### src/rtl/bb_pkg.sv
package bb_pkg;
  localparam int SZ_W = 2;

  typedef enum logic [SZ_W-1:0] {
    SZ_BYTE = 2'd0,
    SZ_HALF = 2'd1,
    SZ_WORD = 2'd2
  } acc_size_e;

  typedef enum logic [1:0] {
    ST_IDLE     = 2'd0,
    ST_RD_ISSUE = 2'd1,
    ST_RD_WAIT  = 2'd2,
    ST_WR_ISSUE = 2'd3
  } seq_state_e;
endpackage

### src/rtl/bb_lane_enable.sv
module bb_lane_enable #(
  parameter int DATA_W = 32,
  localparam int LANES = DATA_W / 8,
  localparam int LANE_LOG2 = $clog2(LANES)
) (
  input  logic [bb_pkg::SZ_W-1:0] size,
  input  logic [LANE_LOG2-1:0]    lane_addr,
  output logic [LANES-1:0]        be
);
  // A lane is enabled when it shares every address bit above the size
  // granule with the access address.
  for (genvar j = 0; j < LANES; j++) begin : g_lane
    localparam logic [LANE_LOG2-1:0] JV = LANE_LOG2'(j);
    assign be[j] = ((JV >> size) == (lane_addr >> size));
  end
endmodule

### src/rtl/bb_decode.sv
module bb_decode #(
  parameter int ADDR_W = 32,
  parameter int DATA_W = 32,
  parameter int RAM_SPAN_LOG2 = 20,
  parameter logic [ADDR_W-1:0] RAM_BASE = 32'h2000_0000,
  parameter logic [ADDR_W-1:0] ALIAS_BASE = 32'h2200_0000,
  localparam int LANES = DATA_W / 8,
  localparam int LANE_LOG2 = $clog2(LANES),
  localparam int IDX_W = $clog2(DATA_W),
  localparam int ALIAS_SHIFT = 3 + LANE_LOG2,
  localparam int ALIAS_SPAN_LOG2 = RAM_SPAN_LOG2 + ALIAS_SHIFT
) (
  input  logic [ADDR_W-1:0]       addr,
  input  logic [bb_pkg::SZ_W-1:0] size,
  output logic                    alias_hit,
  output logic [ADDR_W-1:0]       phys_addr,
  output logic [IDX_W-1:0]        bit_idx,
  output logic [LANES-1:0]        be
);
  logic [RAM_SPAN_LOG2-1:0] byte_off;
  logic [ADDR_W-1:0]        ram_addr;
  logic [ADDR_W-1:0]        align_mask;

  assign alias_hit  = (addr[ADDR_W-1:ALIAS_SPAN_LOG2] == ALIAS_BASE[ADDR_W-1:ALIAS_SPAN_LOG2]);
  assign byte_off   = addr[ALIAS_SPAN_LOG2-1:ALIAS_SHIFT];
  assign ram_addr   = RAM_BASE | ADDR_W'(byte_off);
  assign align_mask = ~((ADDR_W'(1) << size) - ADDR_W'(1));
  assign bit_idx    = addr[LANE_LOG2+IDX_W-1:LANE_LOG2];
  assign phys_addr  = alias_hit ? (ram_addr & align_mask) : addr;

  bb_lane_enable #(.DATA_W(DATA_W)) u_lanes (
    .size      (size),
    .lane_addr (phys_addr[LANE_LOG2-1:0]),
    .be        (be)
  );
endmodule

### src/rtl/bb_bit_merge.sv
module bb_bit_merge #(
  parameter int DATA_W = 32,
  localparam int IDX_W = $clog2(DATA_W)
) (
  input  logic [DATA_W-1:0] word,
  input  logic [IDX_W-1:0]  idx,
  input  logic              new_bit,
  output logic              picked,
  output logic [DATA_W-1:0] merged
);
  assign picked = word[idx];

  always_comb begin
    merged      = word;
    merged[idx] = new_bit;
  end
endmodule

### src/rtl/bb_seq.sv
module bb_seq #(
  parameter int ADDR_W = 32,
  parameter int DATA_W = 32,
  localparam int LANES = DATA_W / 8,
  localparam int IDX_W = $clog2(DATA_W)
) (
  input  logic                    clk,
  input  logic                    rst,
  input  logic                    m_req,
  input  logic                    m_we,
  input  logic [bb_pkg::SZ_W-1:0] m_size,
  input  logic [DATA_W-1:0]       m_wdata,
  input  logic                    dec_alias,
  input  logic [ADDR_W-1:0]       dec_addr,
  input  logic [IDX_W-1:0]        dec_idx,
  input  logic [LANES-1:0]        dec_be,
  input  logic [DATA_W-1:0]       s_rdata,
  input  logic                    sel_bit,
  input  logic [DATA_W-1:0]       merged,
  output logic [IDX_W-1:0]        idx_q,
  output logic                    bit_q,
  output logic                    m_busy,
  output logic                    m_done,
  output logic [DATA_W-1:0]       m_rdata,
  output logic                    s_req,
  output logic                    s_we,
  output logic [ADDR_W-1:0]       s_addr,
  output logic [bb_pkg::SZ_W-1:0] s_size,
  output logic [LANES-1:0]        s_be,
  output logic [DATA_W-1:0]       s_wdata
);
  import bb_pkg::*;

  seq_state_e state;
  logic       alias_q;
  logic       we_q;

  assign m_busy = (state != ST_IDLE);

  always_ff @(posedge clk) begin
    if (rst) begin
      state   <= ST_IDLE;
      alias_q <= 1'b0;
      we_q    <= 1'b0;
      idx_q   <= '0;
      bit_q   <= 1'b0;
      m_done  <= 1'b0;
      m_rdata <= '0;
      s_req   <= 1'b0;
      s_we    <= 1'b0;
      s_addr  <= '0;
      s_size  <= '0;
      s_be    <= '0;
      s_wdata <= '0;
    end else begin
      m_done <= 1'b0;
      s_req  <= 1'b0;
      s_we   <= 1'b0;
      unique case (state)
        ST_IDLE: begin
          if (m_req) begin
            alias_q <= dec_alias;
            we_q    <= m_we;
            idx_q   <= dec_idx;
            bit_q   <= m_wdata[0];
            s_req   <= 1'b1;
            s_we    <= m_we && !dec_alias;
            s_addr  <= dec_addr;
            s_size  <= m_size;
            s_be    <= dec_be;
            s_wdata <= m_wdata;
            state   <= (m_we && !dec_alias) ? ST_WR_ISSUE : ST_RD_ISSUE;
          end
        end
        ST_RD_ISSUE: state <= ST_RD_WAIT;
        ST_RD_WAIT: begin
          if (alias_q && we_q) begin
            s_req   <= 1'b1;
            s_we    <= 1'b1;
            s_wdata <= merged;
            state   <= ST_WR_ISSUE;
          end else begin
            m_done  <= 1'b1;
            m_rdata <= alias_q ? {{(DATA_W-1){1'b0}}, sel_bit} : s_rdata;
            state   <= ST_IDLE;
          end
        end
        ST_WR_ISSUE: begin
          m_done <= 1'b1;
          state  <= ST_IDLE;
        end
        default: state <= ST_IDLE;
      endcase
    end
  end
endmodule

### src/rtl/bitband_bridge.sv
module bitband_bridge #(
  parameter int ADDR_W = 32,
  parameter int DATA_W = 32,
  parameter int RAM_SPAN_LOG2 = 20,
  parameter logic [ADDR_W-1:0] RAM_BASE = 32'h2000_0000,
  parameter logic [ADDR_W-1:0] ALIAS_BASE = 32'h2200_0000,
  localparam int LANES = DATA_W / 8,
  localparam int IDX_W = $clog2(DATA_W),
  localparam int ALIAS_SPAN_LOG2 = RAM_SPAN_LOG2 + 3 + $clog2(LANES)
) (
  input  logic                    clk,
  input  logic                    rst,
  input  logic                    m_req,
  input  logic                    m_we,
  input  logic [ADDR_W-1:0]       m_addr,
  input  logic [bb_pkg::SZ_W-1:0] m_size,
  input  logic [DATA_W-1:0]       m_wdata,
  output logic                    m_busy,
  output logic                    m_done,
  output logic [DATA_W-1:0]       m_rdata,
  output logic                    s_req,
  output logic                    s_we,
  output logic [ADDR_W-1:0]       s_addr,
  output logic [bb_pkg::SZ_W-1:0] s_size,
  output logic [LANES-1:0]        s_be,
  output logic [DATA_W-1:0]       s_wdata,
  input  logic [DATA_W-1:0]       s_rdata
);
  logic              dec_alias;
  logic [ADDR_W-1:0] dec_addr;
  logic [IDX_W-1:0]  dec_idx;
  logic [LANES-1:0]  dec_be;
  logic [IDX_W-1:0]  idx_q;
  logic              bit_q;
  logic              sel_bit;
  logic [DATA_W-1:0] merged;

  bb_decode #(
    .ADDR_W(ADDR_W), .DATA_W(DATA_W), .RAM_SPAN_LOG2(RAM_SPAN_LOG2),
    .RAM_BASE(RAM_BASE), .ALIAS_BASE(ALIAS_BASE)
  ) u_dec (
    .addr      (m_addr),
    .size      (m_size),
    .alias_hit (dec_alias),
    .phys_addr (dec_addr),
    .bit_idx   (dec_idx),
    .be        (dec_be)
  );

  bb_bit_merge #(.DATA_W(DATA_W)) u_merge (
    .word    (s_rdata),
    .idx     (idx_q),
    .new_bit (bit_q),
    .picked  (sel_bit),
    .merged  (merged)
  );

  bb_seq #(.ADDR_W(ADDR_W), .DATA_W(DATA_W)) u_seq (
    .clk       (clk),
    .rst       (rst),
    .m_req     (m_req),
    .m_we      (m_we),
    .m_size    (m_size),
    .m_wdata   (m_wdata),
    .dec_alias (dec_alias),
    .dec_addr  (dec_addr),
    .dec_idx   (dec_idx),
    .dec_be    (dec_be),
    .s_rdata   (s_rdata),
    .sel_bit   (sel_bit),
    .merged    (merged),
    .idx_q     (idx_q),
    .bit_q     (bit_q),
    .m_busy    (m_busy),
    .m_done    (m_done),
    .m_rdata   (m_rdata),
    .s_req     (s_req),
    .s_we      (s_we),
    .s_addr    (s_addr),
    .s_size    (s_size),
    .s_be      (s_be),
    .s_wdata   (s_wdata)
  );
endmodule

### config.mk
export PLATFORM = sky130hd
export DESIGN_NAME = bitband_bridge
export DESIGN_NICKNAME = d
export VERILOG_FILES = /design/src/rtl/bb_pkg.sv /design/src/rtl/bb_lane_enable.sv /design/src/rtl/bb_decode.sv /design/src/rtl/bb_bit_merge.sv /design/src/rtl/bb_seq.sv /design/src/rtl/bitband_bridge.sv
export SDC_FILE = /design/constraint.sdc
export NUM_CORES = 1
export LEC_CHECK = 0
export ABC_AREA = 1
export CELL_PAD_IN_SITES_DETAIL_PLACEMENT = 1
export CELL_PAD_IN_SITES_GLOBAL_PLACEMENT = 1
export CORE_ASPECT_RATIO = 1.25
export CORE_MARGIN = 5
export CORE_UTILIZATION = 30
export CTS_CLUSTER_DIAMETER = 200
export DETAILED_ROUTE_END_ITERATION = 10
export PLACE_DENSITY = 0.83
export SKIP_CTS_REPAIR_TIMING = 1
export SLEW_MARGIN = 20
export SYNTH_ARGS = -nofsm -noshare
export SYNTH_HDL_FRONTEND = slang
export SYNTH_SLANG_ARGS = --single-unit
### constraint.sdc
create_clock -name clk -period 1.7 [get_ports clk]
set_input_delay 0.34 -clock clk [delete_from_list [all_inputs] [get_ports clk]]
set_output_delay 0.34 -clock clk [all_outputs]
set_load 0.03 [all_outputs]
==> metrics.txt <==
# TYPE chip_impl_metric gauge
chip_impl_metric{name="wl_per_cell",unit="microns"} 18.70
chip_impl_metric{name="placeableCoreArea",unit="sq um"} 17960
chip_impl_info{name="worst_path_dominant_cell_family",value="compound AO/OA/AOI/OAI gates"} 1
chip_impl_info{name="outcome",value="finished, final reports clean"} 1
chip_impl_metric{name="power_frac_seq",unit=""} 0.331
chip_impl_metric{name="synth.yosys.seq_area_share",unit=""} 0.4234
chip_impl_metric{name="maximum_number_of_pins_on_one_net_before_global_route_repair",unit=""} 55
chip_impl_metric{name="maxCapViolations",unit=""} 0
chip_impl_metric{name="rows",unit=""} 55
chip_impl_info{name="mostFrequentLayoutCells",value="sky130_fd_sc_hd__nand2_1, sky130_fd_sc_hd__a21oi_1, sky130_fd_sc_hd__dfxtp_1"} 1
chip_impl_metric{name="synth_warnings",unit=""} 0
chip_impl_metric{name="dp.final_hpwl",unit="mm"} 17.14
chip_impl_info{name="cp-start-kind",value="register"} 1
chip_impl_metric{name="floorplan.die.height",unit="microns"} 160.5
chip_impl_metric{name="drt_drc_violations_left",unit=""} 0
chip_impl_metric{name="post-route-period-util",unit=""} 0.9590
chip_impl_metric{name="layoutNonFillerInstCount",unit=""} 1258
chip_impl_info{name="tritoncts",value="built"} 1
chip_impl_metric{name="synth_enable_flop_cells",unit=""} 0
chip_impl_metric{name="clock_power_share",unit=""} 0.434
chip_impl_metric{name="clock_latency",unit="ns"} 0.43
chip_impl_metric{name="worst_slew_pin_slew",unit="ns"} 0.5885
chip_impl_metric{name="die_x",unit="microns"} 130.4
chip_impl_metric{name="postSynthRegisterBits",unit=""} 115
chip_impl_metric{name="highest_attainable_clock_frequency",unit="MHz"} 613.4
chip_impl_metric{name="h-tree-depth",unit=""} 4
chip_impl_metric{name="period_minus_slack",unit="ns"} 1.630
chip_impl_metric{name="filler_cell_count",unit=""} 2151
chip_impl_metric{name="postSynth.asyncResetShare",unit=""} 0
chip_impl_metric{name="cts.clk_slew.worst_paths",unit="ns"} 0.06
chip_impl_metric{name="vias",unit=""} 6439
chip_impl_info{name="cts-root-buf",value="sky130_fd_sc_hd__clkbuf_16"} 1
chip_impl_metric{name="floorplan.initialDensity",unit=""} 0.3028
chip_impl_metric{name="slew-limit-headroom",unit=""} 0.6077
chip_impl_metric{name="pleak",unit="nW"} 5.233
chip_impl_metric{name="synth.avg_cell_area",unit="sq um"} 6.971
chip_impl_metric{name="via_per_inst",unit=""} 5.118
chip_impl_metric{name="p_comb_frac",unit=""} 0.236
chip_impl_metric{name="drtIter0Drc",unit=""} 280
chip_impl_metric{name="synthesis.area",unit="sq um"} 5438
chip_impl_metric{name="syn-num-nets",unit=""} 883
chip_impl_metric{name="routed_wirelength",unit="mm"} 23.52
chip_impl_metric{name="switching_share",unit=""} 0.3015
chip_impl_metric{name="totalPowerFinal",unit="mW"} 9.208
chip_impl_info{name="grt_setup_unrepaired",value="false"} 1
chip_impl_metric{name="cts.sink_count",unit=""} 115
chip_impl_metric{name="switching_power",unit="mW"} 2.776
chip_impl_metric{name="fin_nets",unit=""} 1120
chip_impl_metric{name="final_layout_size_suffix_gt1_frac",unit=""} 0.1166
chip_impl_metric{name="critical_path_peak_fanout",unit=""} 13
chip_impl_metric{name="slew_viol_final",unit=""} 0
chip_impl_metric{name="cts-buffers-inserted",unit=""} 17
chip_impl_info{name="timing_worst_setup_path_type",value="register to register"} 1
chip_impl_metric{name="gr-usage-all-layers",unit=""} 0.2187
chip_impl_metric{name="antenna_found_initial",unit=""} 1
chip_impl_metric{name="grt_first_pass_wirelength",unit="mm"} 36.00
chip_impl_metric{name="io_buffers",unit=""} 207
chip_impl_metric{name="drt_first_pass_iters",unit=""} 4
chip_impl_info{name="synth_top_flop_cell",value="sky130_fd_sc_hd__dfxtp_1"} 1
chip_impl_metric{name="numPlacedInstances",unit=""} 1226
chip_impl_metric{name="die-area",unit="sq um"} 20940
chip_impl_metric{name="synthToLayoutAreaGrowth",unit="%"} 66.29
chip_impl_metric{name="crit_path_max_incr_delay",unit="ns"} 0.40
chip_impl_metric{name="grt-ovfl-total",unit=""} 0
chip_impl_metric{name="finalWeightedCongestion",unit=""} 0.8660
chip_impl_metric{name="clk_path_buf_depth",unit=""} 2
chip_impl_metric{name="syn-instance-count",unit=""} 780
chip_impl_info{name="min-delay-path-class",value="input port to register"} 1
chip_impl_metric{name="arrival",unit="ns"} 1.91
chip_impl_metric{name="first_global_vias",unit=""} 6690
chip_impl_metric{name="synth_unique_cells",unit=""} 31
chip_impl_info{name="critPathSlowestCell",value="sky130_fd_sc_hd__o211ai_1"} 1
chip_impl_metric{name="critPathBufInv",unit=""} 2
chip_impl_metric{name="route.antenna.remaining_nets",unit=""} 0
chip_impl_metric{name="hold_viol",unit=""} 0
chip_impl_metric{name="max-vdd-ir-drop",unit="uV"} 552.7
chip_impl_metric{name="p_int",unit="mW"} 6.432
chip_impl_info{name="crit_path_cell_trace",value="buf_12 > nor2_4 > inv_1 > nor2_1 > o211ai_1 > a21oi_1"} 1
chip_impl_metric{name="required_time_at_the_worst_slack_endpoint",unit="ns"} 1.98
chip_impl_metric{name="fin_worst_skew",unit="ns"} 0.01020
chip_impl_info{name="layout_commonest_cell",value="sky130_fd_sc_hd__nand2_1"} 1
chip_impl_metric{name="setup-violations-final",unit=""} 0
chip_impl_metric{name="design.portCount",unit=""} 208
chip_impl_info{name="worstSetupEndpointType",value="register"} 1
chip_impl_metric{name="pwr_density_cell",unit="nW/um^2"} 1018
==> logic make-up (layout without fill, tap and decap cells) <==
kind of cell,count (synthesis),count (layout),synth area share
other,0,1,0
flip-flops,115,115,0.4234
AO/OA/AOI/OAI,251,251,0.2524
adder cells (fa/ha/maj),1,1,0.002301
AND/OR/NAND/NOR,300,300,0.2342
buffers and inverters,113,362,0.08767
==> Yosys cell counts (5+ instances only) <==
cell type                  count  share of area
sky130_fd_sc_hd__nand2_1     170           0.12
sky130_fd_sc_hd__a21oi_1     126           0.12
sky130_fd_sc_hd__dfxtp_1     115           0.42
sky130_fd_sc_hd__o21ai_0      78          0.072
sky130_fd_sc_hd__nand3_1      61          0.056
sky130_fd_sc_hd__inv_1        51          0.035
sky130_fd_sc_hd__nor2_1       51          0.035
sky130_fd_sc_hd__buf_2        22          0.020
sky130_fd_sc_hd__clkbuf_1     20          0.014
sky130_fd_sc_hd__o211ai_1     17          0.023
sky130_fd_sc_hd__a31oi_1       8         0.0092
sky130_fd_sc_hd__o311ai_0      7          0.011
sky130_fd_sc_hd__inv_2         6         0.0041
sky130_fd_sc_hd__buf_1         5         0.0035
sky130_fd_sc_hd__o221ai_1      5         0.0081
sky130_fd_sc_hd__o31ai_1       5         0.0069
==> registers in the layout, indices dropped and copies added, names as in the netlist <==
signal and cells:
u_seq.alias_q 1, u_seq.m_rdata 32, u_seq.s_size 2, u_seq.s_req 1, u_seq.s_we 1, u_seq.bit_q 1
u_seq.m_done 1, u_seq.idx_q 5, u_seq.s_addr 32, u_seq.we_q 1, u_seq.state 2, u_seq.s_wdata 32
u_seq.s_be 4
==> layer usage <==
layer / share of wire / global-route usage
met1: 0.39 / 0.2549
met2: 0.52 / 0.3803
met3: 0.066 / 0.05522
met4: 0.031 / 0.08419
met5: 0 / 0
==> stage by stage <==
step / hold slack (ns) / utilization / area, sq um / worst slack [ns] / TNS (ns)
floorplan: 0.4697 / - / 5438 / 0.3385 / 0
detailed placement: 0.4496 / 0.4518 / 8115 / -0.2852 / -6.555
CTS: 0.3968 / 0.4879 / 8763 / -0.1878 / -10.73
finish: 0.4027 / 0.5034 / 9042 / 0.06972 / 0
global placement: 0.4401 / 0.4518 / 8115 / -0.1930 / -3.644
global route: 0.4339 / 0.5034 / 9042 / 0.005793 / 0
==> final cells by class <==
cell class,count,area (sq um),area share
Sequential cell,115,2305,0.2549
Antenna cell,1,2.502,0.0002767
Tap cell,228,285.3,0.03155
Clock inverter,13,209.0,0.02311
Multi-Input combinational cell,552,2668,0.2950
Clock buffer,18,439.2,0.04857
Inverter,61,234.0,0.02588
Timing Repair Buffer,270,2900,0.3207
==> power by group through the flow <==
stage          registers, mW  logic, mW  clock network [mW]
2_1_floorplan           3.46      0.727                   0
3_3_place_gp            3.09       2.15                   0
3_5_place_dp            3.10       2.18                   0
4_1_cts                 3.05       2.21                4.04
5_1_grt                 3.07       2.33                4.14
6_report                3.04       2.17                3.99
==> final timing paths <==
kind                                     start                end  slack (ns)  cells after the start
worst min register to register     u_seq.bit_q        u_seq.bit_q        0.45                      2
worst max-delay path            u_seq.idx_q[1]  u_seq.s_wdata[17]        0.07                      6
worst min-delay path                       rst   u_seq.s_addr[12]        0.40                      5
worst max register to register  u_seq.idx_q[1]  u_seq.s_wdata[17]        0.07                      6
==> worst min-delay path: stages <==
cell and delay [ns]:
sky130_fd_sc_hd__buf_2 0.11, sky130_fd_sc_hd__clkinv_1 0.08, sky130_fd_sc_hd__buf_4 0.17, sky130_fd_sc_hd__nand2_1 0.06
sky130_fd_sc_hd__inv_1 0.04
Power figures use the tool's default switching activity.
